<file path="config.mk">
export PLATFORM = sky130hd
export DESIGN_NAME = pwr_seq_engine
export DESIGN_NICKNAME = d
export VERILOG_FILES = /design/src/rtl/pwr_seq_pkg.sv /design/src/rtl/pwr_seq_match.sv /design/src/rtl/pwr_seq_datapath.sv /design/src/rtl/pwr_seq_timer.sv /design/src/rtl/pwr_seq_engine.sv
export SDC_FILE = /design/constraint.sdc
export NUM_CORES = 1
export LEC_CHECK = 0
export BUFFER_PORTS_ARGS = -buffer_cell sky130_fd_sc_hd__buf_4
export CAP_MARGIN = 20
export CORE_UTILIZATION = 25
export CTS_BUF_LIST = sky130_fd_sc_hd__clkbuf_16
export DETAILED_ROUTE_END_ITERATION = 12
export HOLD_SLACK_MARGIN = 0.02
export PLACE_DENSITY = 0.55
export SYNTH_ARGS = -nofsm -noshare
export SYNTH_HDL_FRONTEND = slang
export SYNTH_SLANG_ARGS = --single-unit
export TNS_END_PERCENT = 5
</file>
<file path="constraint.sdc">
create_clock -name clk_i -period 6.22 [get_ports clk_i]
set_input_delay 1.244 -clock clk_i [delete_from_list [all_inputs] [get_ports clk_i]]
set_output_delay 1.244 -clock clk_i [all_outputs]
set_load 0.1 [all_outputs]
</file>
<file path="src/rtl/pwr_seq_pkg.sv">
package pwr_seq_pkg;

  typedef enum logic [3:0] {
    OP_READ  = 4'd0,
    OP_WRITE = 4'd1,
    OP_POLL  = 4'd2,
    OP_WAIT  = 4'd3,
    OP_END   = 4'd4
  } op_e;

  typedef struct packed {
    logic [15:0] offset;
    logic [3:0]  cmd;
    logic [3:0]  base;
    logic [7:0]  mask;
    logic [7:0]  value;
    logic [7:0]  rev;
    logic [3:0]  fab;
    logic [3:0]  intf;
  } entry_t;

  localparam int ENTRY_W = $bits(entry_t);

  typedef enum logic [2:0] {
    ST_IDLE,
    ST_FETCH,
    ST_LOAD,
    ST_EXEC,
    ST_RD,
    ST_WR,
    ST_DLY,
    ST_DONE
  } state_e;

endpackage

</file>
<file path="src/rtl/pwr_seq_match.sv">
module pwr_seq_match
  import pwr_seq_pkg::*;
(
  input  entry_t     ent_i,
  input  logic [7:0] rev_sel_i,
  input  logic [3:0] fab_sel_i,
  input  logic [3:0] host_sel_i,
  output logic       hit_o,
  output logic       known_o,
  output logic       is_end_o
);
  logic rev_ok, fab_ok, host_ok;

  assign rev_ok   = |(ent_i.rev & rev_sel_i);
  assign fab_ok   = |(ent_i.fab & fab_sel_i);
  assign host_ok  = |(ent_i.intf & host_sel_i);
  assign hit_o    = rev_ok && fab_ok && host_ok;
  assign known_o  = (ent_i.cmd <= OP_END);
  assign is_end_o = (ent_i.cmd == OP_END);
endmodule

</file>
<file path="src/rtl/pwr_seq_datapath.sv">
module pwr_seq_datapath #(
  parameter int DW = 8
) (
  input  logic [DW-1:0] rdata_i,
  input  logic [DW-1:0] mask_i,
  input  logic [DW-1:0] value_i,
  output logic [DW-1:0] masked_o,
  output logic [DW-1:0] merged_o,
  output logic          match_o
);
  assign masked_o = rdata_i & mask_i;
  assign merged_o = (rdata_i & ~mask_i) | (value_i & mask_i);
  assign match_o  = (masked_o == (value_i & mask_i));
endmodule

</file>
<file path="src/rtl/pwr_seq_timer.sv">
module pwr_seq_timer #(
  parameter int CYC_PER_US = 100,
  parameter int US_PER_MS  = 1000,
  parameter int AMT_W      = 16
) (
  input  logic             clk_i,
  input  logic             rst_ni,
  input  logic             load_i,
  input  logic [AMT_W-1:0] amount_i,
  input  logic             unit_ms_i,
  input  logic             run_i,
  output logic             expire_o
);
  localparam int PW = (CYC_PER_US > 1) ? $clog2(CYC_PER_US) : 1;
  localparam int SW = (US_PER_MS > 1) ? $clog2(US_PER_MS) : 1;
  localparam logic [PW-1:0] PRE_LAST = PW'(CYC_PER_US - 1);
  localparam logic [SW-1:0] SUB_LAST = SW'(US_PER_MS - 1);

  logic [PW-1:0]    pre_q;
  logic [SW-1:0]    sub_q;
  logic [AMT_W-1:0] amt_q;
  logic             ms_q;
  logic             pre_wrap, sub_wrap;

  assign pre_wrap = (pre_q == PRE_LAST);
  assign sub_wrap = !ms_q || (sub_q == SUB_LAST);
  assign expire_o = run_i && pre_wrap && sub_wrap && (amt_q == AMT_W'(1));

  always_ff @(posedge clk_i or negedge rst_ni) begin
    if (!rst_ni) begin
      pre_q <= '0;
      sub_q <= '0;
      amt_q <= '0;
      ms_q  <= 1'b0;
    end else if (load_i) begin
      pre_q <= '0;
      sub_q <= '0;
      amt_q <= amount_i;
      ms_q  <= unit_ms_i;
    end else if (run_i) begin
      if (pre_wrap) begin
        pre_q <= '0;
        if (sub_wrap) begin
          sub_q <= '0;
          amt_q <= amt_q - AMT_W'(1);
        end else begin
          sub_q <= sub_q + SW'(1);
        end
      end else begin
        pre_q <= pre_q + PW'(1);
      end
    end
  end
endmodule

</file>
<file path="src/rtl/pwr_seq_engine.sv">
module pwr_seq_engine
  import pwr_seq_pkg::*;
#(
  parameter int ADDR_W     = 6,
  parameter int CYC_PER_US = 100,
  parameter int US_PER_MS  = 1000,
  parameter int POLL_LIMIT = 10000
) (
  input  logic                          clk_i,
  input  logic                          rst_ni,
  input  logic                          start_i,
  input  logic [7:0]                    rev_sel_i,
  input  logic [3:0]                    fab_sel_i,
  input  logic [3:0]                    host_sel_i,
  output logic                          seq_rd_o,
  output logic [ADDR_W-1:0]             seq_addr_o,
  input  logic [pwr_seq_pkg::ENTRY_W-1:0] seq_data_i,
  output logic                          bus_req_o,
  output logic                          bus_we_o,
  output logic [3:0]                    bus_base_o,
  output logic [15:0]                   bus_addr_o,
  output logic [7:0]                    bus_wdata_o,
  input  logic                          bus_ack_i,
  input  logic [7:0]                    bus_rdata_i,
  output logic                          busy_o,
  output logic                          done_o,
  output logic                          err_o,
  output logic [7:0]                    rd_data_o
);
  localparam int PCW = $clog2(POLL_LIMIT + 1);
  localparam logic [PCW-1:0] POLL_LAST = PCW'(POLL_LIMIT - 1);

  state_e          state_q;
  entry_t          ent_q;
  logic [ADDR_W-1:0] ptr_q;
  logic [PCW-1:0]  poll_cnt_q;
  logic [7:0]      wdata_q, rd_q;
  logic            err_q;

  logic            hit, known, is_end;
  logic [7:0]      masked, merged;
  logic            poll_match;
  logic            dly_expire;

  pwr_seq_match u_match (
    .ent_i      (ent_q),
    .rev_sel_i  (rev_sel_i),
    .fab_sel_i  (fab_sel_i),
    .host_sel_i (host_sel_i),
    .hit_o      (hit),
    .known_o    (known),
    .is_end_o   (is_end)
  );

  pwr_seq_datapath #(.DW(8)) u_dp (
    .rdata_i  (bus_rdata_i),
    .mask_i   (ent_q.mask),
    .value_i  (ent_q.value),
    .masked_o (masked),
    .merged_o (merged),
    .match_o  (poll_match)
  );

  pwr_seq_timer #(
    .CYC_PER_US (CYC_PER_US),
    .US_PER_MS  (US_PER_MS),
    .AMT_W      (16)
  ) u_timer (
    .clk_i     (clk_i),
    .rst_ni    (rst_ni),
    .load_i    (state_q == ST_EXEC),
    .amount_i  (ent_q.offset),
    .unit_ms_i (ent_q.value[0]),
    .run_i     (state_q == ST_DLY),
    .expire_o  (dly_expire)
  );

  always_ff @(posedge clk_i or negedge rst_ni) begin
    if (!rst_ni) begin
      state_q    <= ST_IDLE;
      ent_q      <= '0;
      ptr_q      <= '0;
      poll_cnt_q <= '0;
      wdata_q    <= '0;
      rd_q       <= '0;
      err_q      <= 1'b0;
    end else begin
      unique case (state_q)
        ST_IDLE, ST_DONE: begin
          if (start_i) begin
            state_q <= ST_FETCH;
            ptr_q   <= '0;
            err_q   <= 1'b0;
            rd_q    <= '0;
          end
        end
        ST_FETCH: state_q <= ST_LOAD;
        ST_LOAD: begin
          ent_q   <= entry_t'(seq_data_i);
          state_q <= ST_EXEC;
        end
        ST_EXEC: begin
          poll_cnt_q <= '0;
          if (is_end) begin
            state_q <= ST_DONE;
          end else if (!known || !hit) begin
            ptr_q   <= ptr_q + ADDR_W'(1);
            state_q <= ST_FETCH;
          end else if (ent_q.cmd == OP_WAIT) begin
            if (ent_q.offset == '0) begin
              ptr_q   <= ptr_q + ADDR_W'(1);
              state_q <= ST_FETCH;
            end else begin
              state_q <= ST_DLY;
            end
          end else begin
            state_q <= ST_RD;
          end
        end
        ST_RD: begin
          if (bus_ack_i) begin
            if (ent_q.cmd == OP_READ) begin
              rd_q    <= masked;
              ptr_q   <= ptr_q + ADDR_W'(1);
              state_q <= ST_FETCH;
            end else if (ent_q.cmd == OP_WRITE) begin
              wdata_q <= merged;
              state_q <= ST_WR;
            end else if (poll_match) begin
              ptr_q   <= ptr_q + ADDR_W'(1);
              state_q <= ST_FETCH;
            end else if (poll_cnt_q == POLL_LAST) begin
              err_q   <= 1'b1;
              state_q <= ST_DONE;
            end else begin
              poll_cnt_q <= poll_cnt_q + PCW'(1);
            end
          end
        end
        ST_WR: begin
          if (bus_ack_i) begin
            ptr_q   <= ptr_q + ADDR_W'(1);
            state_q <= ST_FETCH;
          end
        end
        ST_DLY: begin
          if (dly_expire) begin
            ptr_q   <= ptr_q + ADDR_W'(1);
            state_q <= ST_FETCH;
          end
        end
        default: state_q <= ST_IDLE;
      endcase
    end
  end

  assign seq_rd_o    = (state_q == ST_FETCH);
  assign seq_addr_o  = ptr_q;
  assign bus_req_o   = (state_q == ST_RD) || (state_q == ST_WR);
  assign bus_we_o    = (state_q == ST_WR);
  assign bus_base_o  = ent_q.base;
  assign bus_addr_o  = ent_q.offset;
  assign bus_wdata_o = wdata_q;
  assign busy_o      = (state_q != ST_IDLE) && (state_q != ST_DONE);
  assign done_o      = (state_q == ST_DONE);
  assign err_o       = err_q;
  assign rd_data_o   = rd_q;
endmodule

</file>
[Word level (Yosys, flattened, before mapping)]
Index checks and enable logic that the tools add are counted.
Storage, ports and cells
  logic and storage cells: 152
  register bits after elaboration: 130
Cells by class
  muxes and demuxes: 53
  $lt $le $gt $ge: 1
  $add $sub $neg: 5
  equal/unequal tests: 32
  bitwise operators: 9
  reductions and logical operators: 34
Operators by type and width (count)
  $mux W14: 5
  $mux W6: 11
  $mux W16: 4
  $mux W10: 4
  $mux W3: 12
  $and A8 B8 Y8: 4
  $pmux W6 S5: 1
  $pmux W14 S2: 1
  $mux W8: 3
  $mux W7: 3
  $pmux W3 S7: 1
  $ne A2 B2 Y1 const B: 10
  $eq A16 B1 Y1 const B: 1
  $logic_not A16 Y1: 1
  $pmux W8 S2: 1
  $sub A16 B1 Y16 const B: 1
  $ne A3 B3 Y1 const B: 5
  $add A14 B1 Y14 const B: 1
  $eq A14 B14 Y1 const B: 1
  $eq A3 B3 Y1 const B: 4
  $add A10 B1 Y10 const B: 1
  $eq A10 B10 Y1 const B: 1
  $reduce_and A10 Y1: 1
  $reduce_bool A2 Y1: 5
  other kinds (34): 52

[Longest topological paths before layout]
  word-level depth: 9
  gate-level depth with buffers: 9

[By module]
From an unflattened synthesis, not the netlist that was laid out.
Unflattened totals
  cell total of the unflattened synthesis: 626
  area total of the unflattened synthesis: 6782.8 sq um
Modules (own cells, without submodules)
  pwr_seq_engine: area an instance 4429.2 sq um, cells each 379, times used 1
  pwr_seq_timer: area an instance 1994.4 sq um, cells each 206, times used 1
  pwr_seq_datapath: area an instance 249.0 sq um, cells each 29, times used 1
  pwr_seq_match: area an instance 110.1 sq um, cells each 12, times used 1

[Worst setup path before layout]
Ideal clock, no wire load.
  path type: register -> output
  start: register state_q[2]
  end: output bus_we_o
  cell stages (with the launch flop): 5
  slack: 1881 ps
  arrival: 3094 ps
  buffers on the path: 2
  path through: dfrtp_1 > clkbuf_1 > clkbuf_1 > nor2b_1 > and2_1
On the way
  word-level cells in the longest chain between the ends: 1
Ends and longest elaborated chain
  start, declared: RTL line pwr_seq_engine.sv:33  | state_e state_q;
  start signal, assigned: RTL line pwr_seq_engine.sv:80  | state_q <= ST_IDLE;
  start signal, assigned: RTL line pwr_seq_engine.sv:91  | state_q <= ST_FETCH;
  start signal, assigned: RTL line pwr_seq_engine.sv:97  | ST_FETCH: state_q <= ST_LOAD;
  $eq A3 B3 Y1: RTL line pwr_seq_engine.sv:160  | assign bus_we_o = (state_q == ST_WR);
  end, declared: RTL line pwr_seq_engine.sv:19  | output logic bus_we_o,
No other way between the ends.

[Worst setup path in the final report]
Same ends and word-level chain as after synthesis.

==> impl_results.md <==
* Number of flops mapped to enable cells by yosys at 0
* CP bufs+invs at 1
* Starting Density at 25.5%
* Drt total wl at 16800 microns
* Vias in the first global route at 5207
* Gp weighted congestion at 0.749
* Post-CTS setup buffer count at 0
* Critical R2R Capture: seq_addr_o[1]$_DFFE_PN0P_
* Max Cap Viol at 0
* Synth area leader: dfrtp_1
* HP Class: flop to flop
* H-tree Lvls at 4
* Synth unique cells at 55
* Synth Net Count at 749
* First-pass GRT wire length at 27900 microns
* Clock Power Share at 21.5%
* Clk_skew at 0.0166 ns
* Worst hold stages at 2
* Post-synthesis sequential area ratio at 49.2%
* Worst Tran Pin Value at 0.857 ns
* CTS tree: done
* Sw Share at 48.5%
* Pwr Density at 562 nW/um^2
* CTS Hold Bufs at 0
* Hpwl dp at 11800 microns
* Worst-path maximum fanout at 16
* PostCTS Resize Cnt at 0
* Core outline area at 26000 sq um
* Nets at 858
* DRT Pass-1 Iters at 5
* Flop pwr share at 30.8%
* Worst r2r path cells at 6
* Clock buffer depth at 2
* Die footprint at 27100 sq um
* P_leak at 3.66 nW
* Root Driver: clkbuf_16
* Critical Path Max Stage Delay at 0.66 ns
* Yosys warns at 0
* Critical path arrival at 1.83 ns
* Cell with the most instances after synthesis: dfrtp_1
* Startpoint types: flop
* Slew margin rel. at 42.8%
* Crit path max-delay cell type: dfrtp_1
* Clk sinks at 130
* Total grt overflow at 0
* Ys flop type: dfrtp_1
* R2R Path Start: u_timer.amt_q[6]$_DFFE_PN0P_
* Period minus WS final at 3.07 ns
* Run status: completed
* Top Ports at 132
* Avg Cell Area, Syn at 10.0 sq um
* Max IR drop VDD at 0.561 mV
* WP data required at 4.98 ns
* I/O Buffers at 131
* Initial DRC Count at 395
* Routed vias/inst at 4.84
* Non-Filler Cell Area, Final at 8420 sq um
* Min-delay src: bus_wdata_o[7]$_DFFE_PN0P_
* Pint at 2.44 mW
* Period utilisation layout at 49.4%
* F_max at 325 MHz
* Post-synth top cells: dfrtp_1 (130), o21ai_0 (72), mux2_2 (58)
* Final Slew Violations at 0
* Post-DP Area at 7800 sq um
* Sw Pwr at 2.30 mW
* DR vias at 5402
* Setup repair after global routing missed its margin: false
* Combinational fraction of design power at 47.7%
* DRC viols at 0
* Final hold viol count at 0
* Final Setup Violations at 0
* # diodes at 0
* FF+latch count, synth at 130
* Post-Syn Instances at 659
* Clock insertion delay at the later pin of the skew report at 0.42 ns
* Yosys top cell area share at 49.2%
* Largest net degree at the start of global routing at 89
* Crit path max-delay family: flip-flops
* Row count at 59
* FFs w/ async S/R, synth at 100%
* Layout cell share with drive strength beyond 1 at 30.3%
* Hold Path End: bus_wdata_o[7]$_DFFE_PN0P_
* Global Route Usage Sum at 13.3%
* Setup CP Type: flop to primary output
* DIE HEIGHT at 165 microns
* Inserted Clock Buffers at 17
* Worst-path cell chain: nor2b_1 > and2_1 > buf_4
* Clock transition at path regs at 0.06 ns
* Mapped cell area at 6620 sq um
* Setup TNS at 0 ns
* R2r setup slk at 3.33 ns
* Initial antenna violation count at 0
* Post-route antenna net violation count at 0
* P&R area growth vs syn at 27.2%
* Worst Setup End Kind: primary output
* WL/cell at 15.1 microns
* Largest cells by area after synthesis: dfrtp_1 (49%), mux2_2 (9.9%), o21ai_0 (5.4%)
* Die Width at 165 microns
-- cell type report --
cell class | instances | area (sq um)
clock buffer | 17 | 425
clock inverter | 15 | 170
fill | 2703 | 17600
inverter | 16 | 60.1
multi-input combinational | 467 | 3060
sequential | 130 | 3250
tap | 335 | 419
timing repair buffer | 136 | 1030
-- power by group through the flow --
stage          logic [mW]  clock network (mW)  registers (mW)
2_1_floorplan        1.62                   0            1.65
3_3_place_gp         2.24                   0            1.47
3_5_place_dp         2.25                   0            1.48
4_1_cts              2.26                1.05            1.46
5_1_grt              2.44                1.09            1.51
6_report             2.26                1.02            1.46
-- worst max path at each step --
stage                      startpoint                      endpoint  slack [ns]  depth (start not counted)
3_3_place_gp             fab_sel_i[1]     seq_addr_o[1]$_DFFE_PN0P_        3.04                          7
5_1_grt        state_q[2]$_DFFE_PN0P_                      bus_we_o        3.01                          3
6_report       state_q[2]$_DFFE_PN0P_                      bus_we_o        3.15                          3
3_5_place_dp             fab_sel_i[1]     seq_addr_o[1]$_DFFE_PN0P_        2.98                          7
2_1_floorplan  state_q[2]$_DFFE_PN0P_                      bus_we_o        1.88                          4
4_1_cts        state_q[0]$_DFFE_PN0P_  u_timer.amt_q[0]$_DFFE_PN0P_        3.09                          6
-- layout by cell type, fill, tap and decap left out, types with 3 or more instances in the layout --
cell       count
nor2_1        44
mux2_2        58
nor4b_1        3
dfrtp_1      130
nand2_1       48
nor4_1        12
or2_2          4
ha_1           6
buf_4        134
or3_1         12
nor2b_1        7
inv_1         16
nand2b_1       7
mux2i_1       13
a21oi_1       29
o21ai_0       72
nand4_1       15
clkinv_4       3
inv_6          6
o21ai_1        7
o31ai_1       10
nor3_1        12
or4_1          6
nand3_1       22
and3_1        11
xor2_1         9
a31oi_1        4
and2_1         4
clkbuf_16     17
a22oi_1       20
-- per-layer routing --
metal	GRT usage, %	vias up	part of all wire (%)
li1	-	2612	-
met1	18.6	2651	48
met2	20.2	125	46
met3	3.44	14	5.0
met4	3.29	0	0.99
met5	0	-	0
-- stage by stage --
step / power [mW] / setup WS, ns / util [%] / hold WS, ns / instances
final: 4.74 / 3.15 / 32.4 / 0.485 / 1116
after global routing: 5.04 / 3.01 / 32.4 / 0.521 / 1116
after CTS: 4.77 / 3.09 / 32.3 / 0.488 / 1114
after detailed placement: 3.73 / 2.98 / 30.0 / 0.476 / 1082
after global placement: 3.71 / 3.04 / 30.0 / 0.465 / 1082
after floorplan: 3.27 / 1.88 / - / 0.449 / 659
-- worst register-to-register path: stages, from the launching register on --
cell     delay [ns]
dfrtp_1        0.42
nor4_1         0.57
nand2_1        0.34
o31ai_1        0.48
o31ai_1        0.27
nor3_1         0.34
mux2_2         0.37
-- registers in the layout, indices dropped and copies added (netlist names) --
signal / cells
u_timer.pre_q: 7
err_o: 1
rd_data_o: 8
poll_cnt_q: 14
seq_addr_o: 6
bus_addr_o: 16
bus_base_o: 4
u_timer.ms_q: 1
u_timer.amt_q: 16
u_timer.sub_q: 10
ent_q: 36
state_q: 3
bus_wdata_o: 8
-- cells by family (layout without fill, tap and decap cells) --
logic type / after synthesis / count (layout) / synth area share (%)
buf+inv: 62 / 184 / 4.78
xor+xnor: 11 / 11 / 1.46
simple gates: 219 / 219 / 17.2
mux: 71 / 71 / 11.8
fa+ha+maj: 6 / 6 / 1.13
compound gates: 160 / 160 / 14.4
flops: 130 / 130 / 49.2
Power figures use the tool's default switching activity.
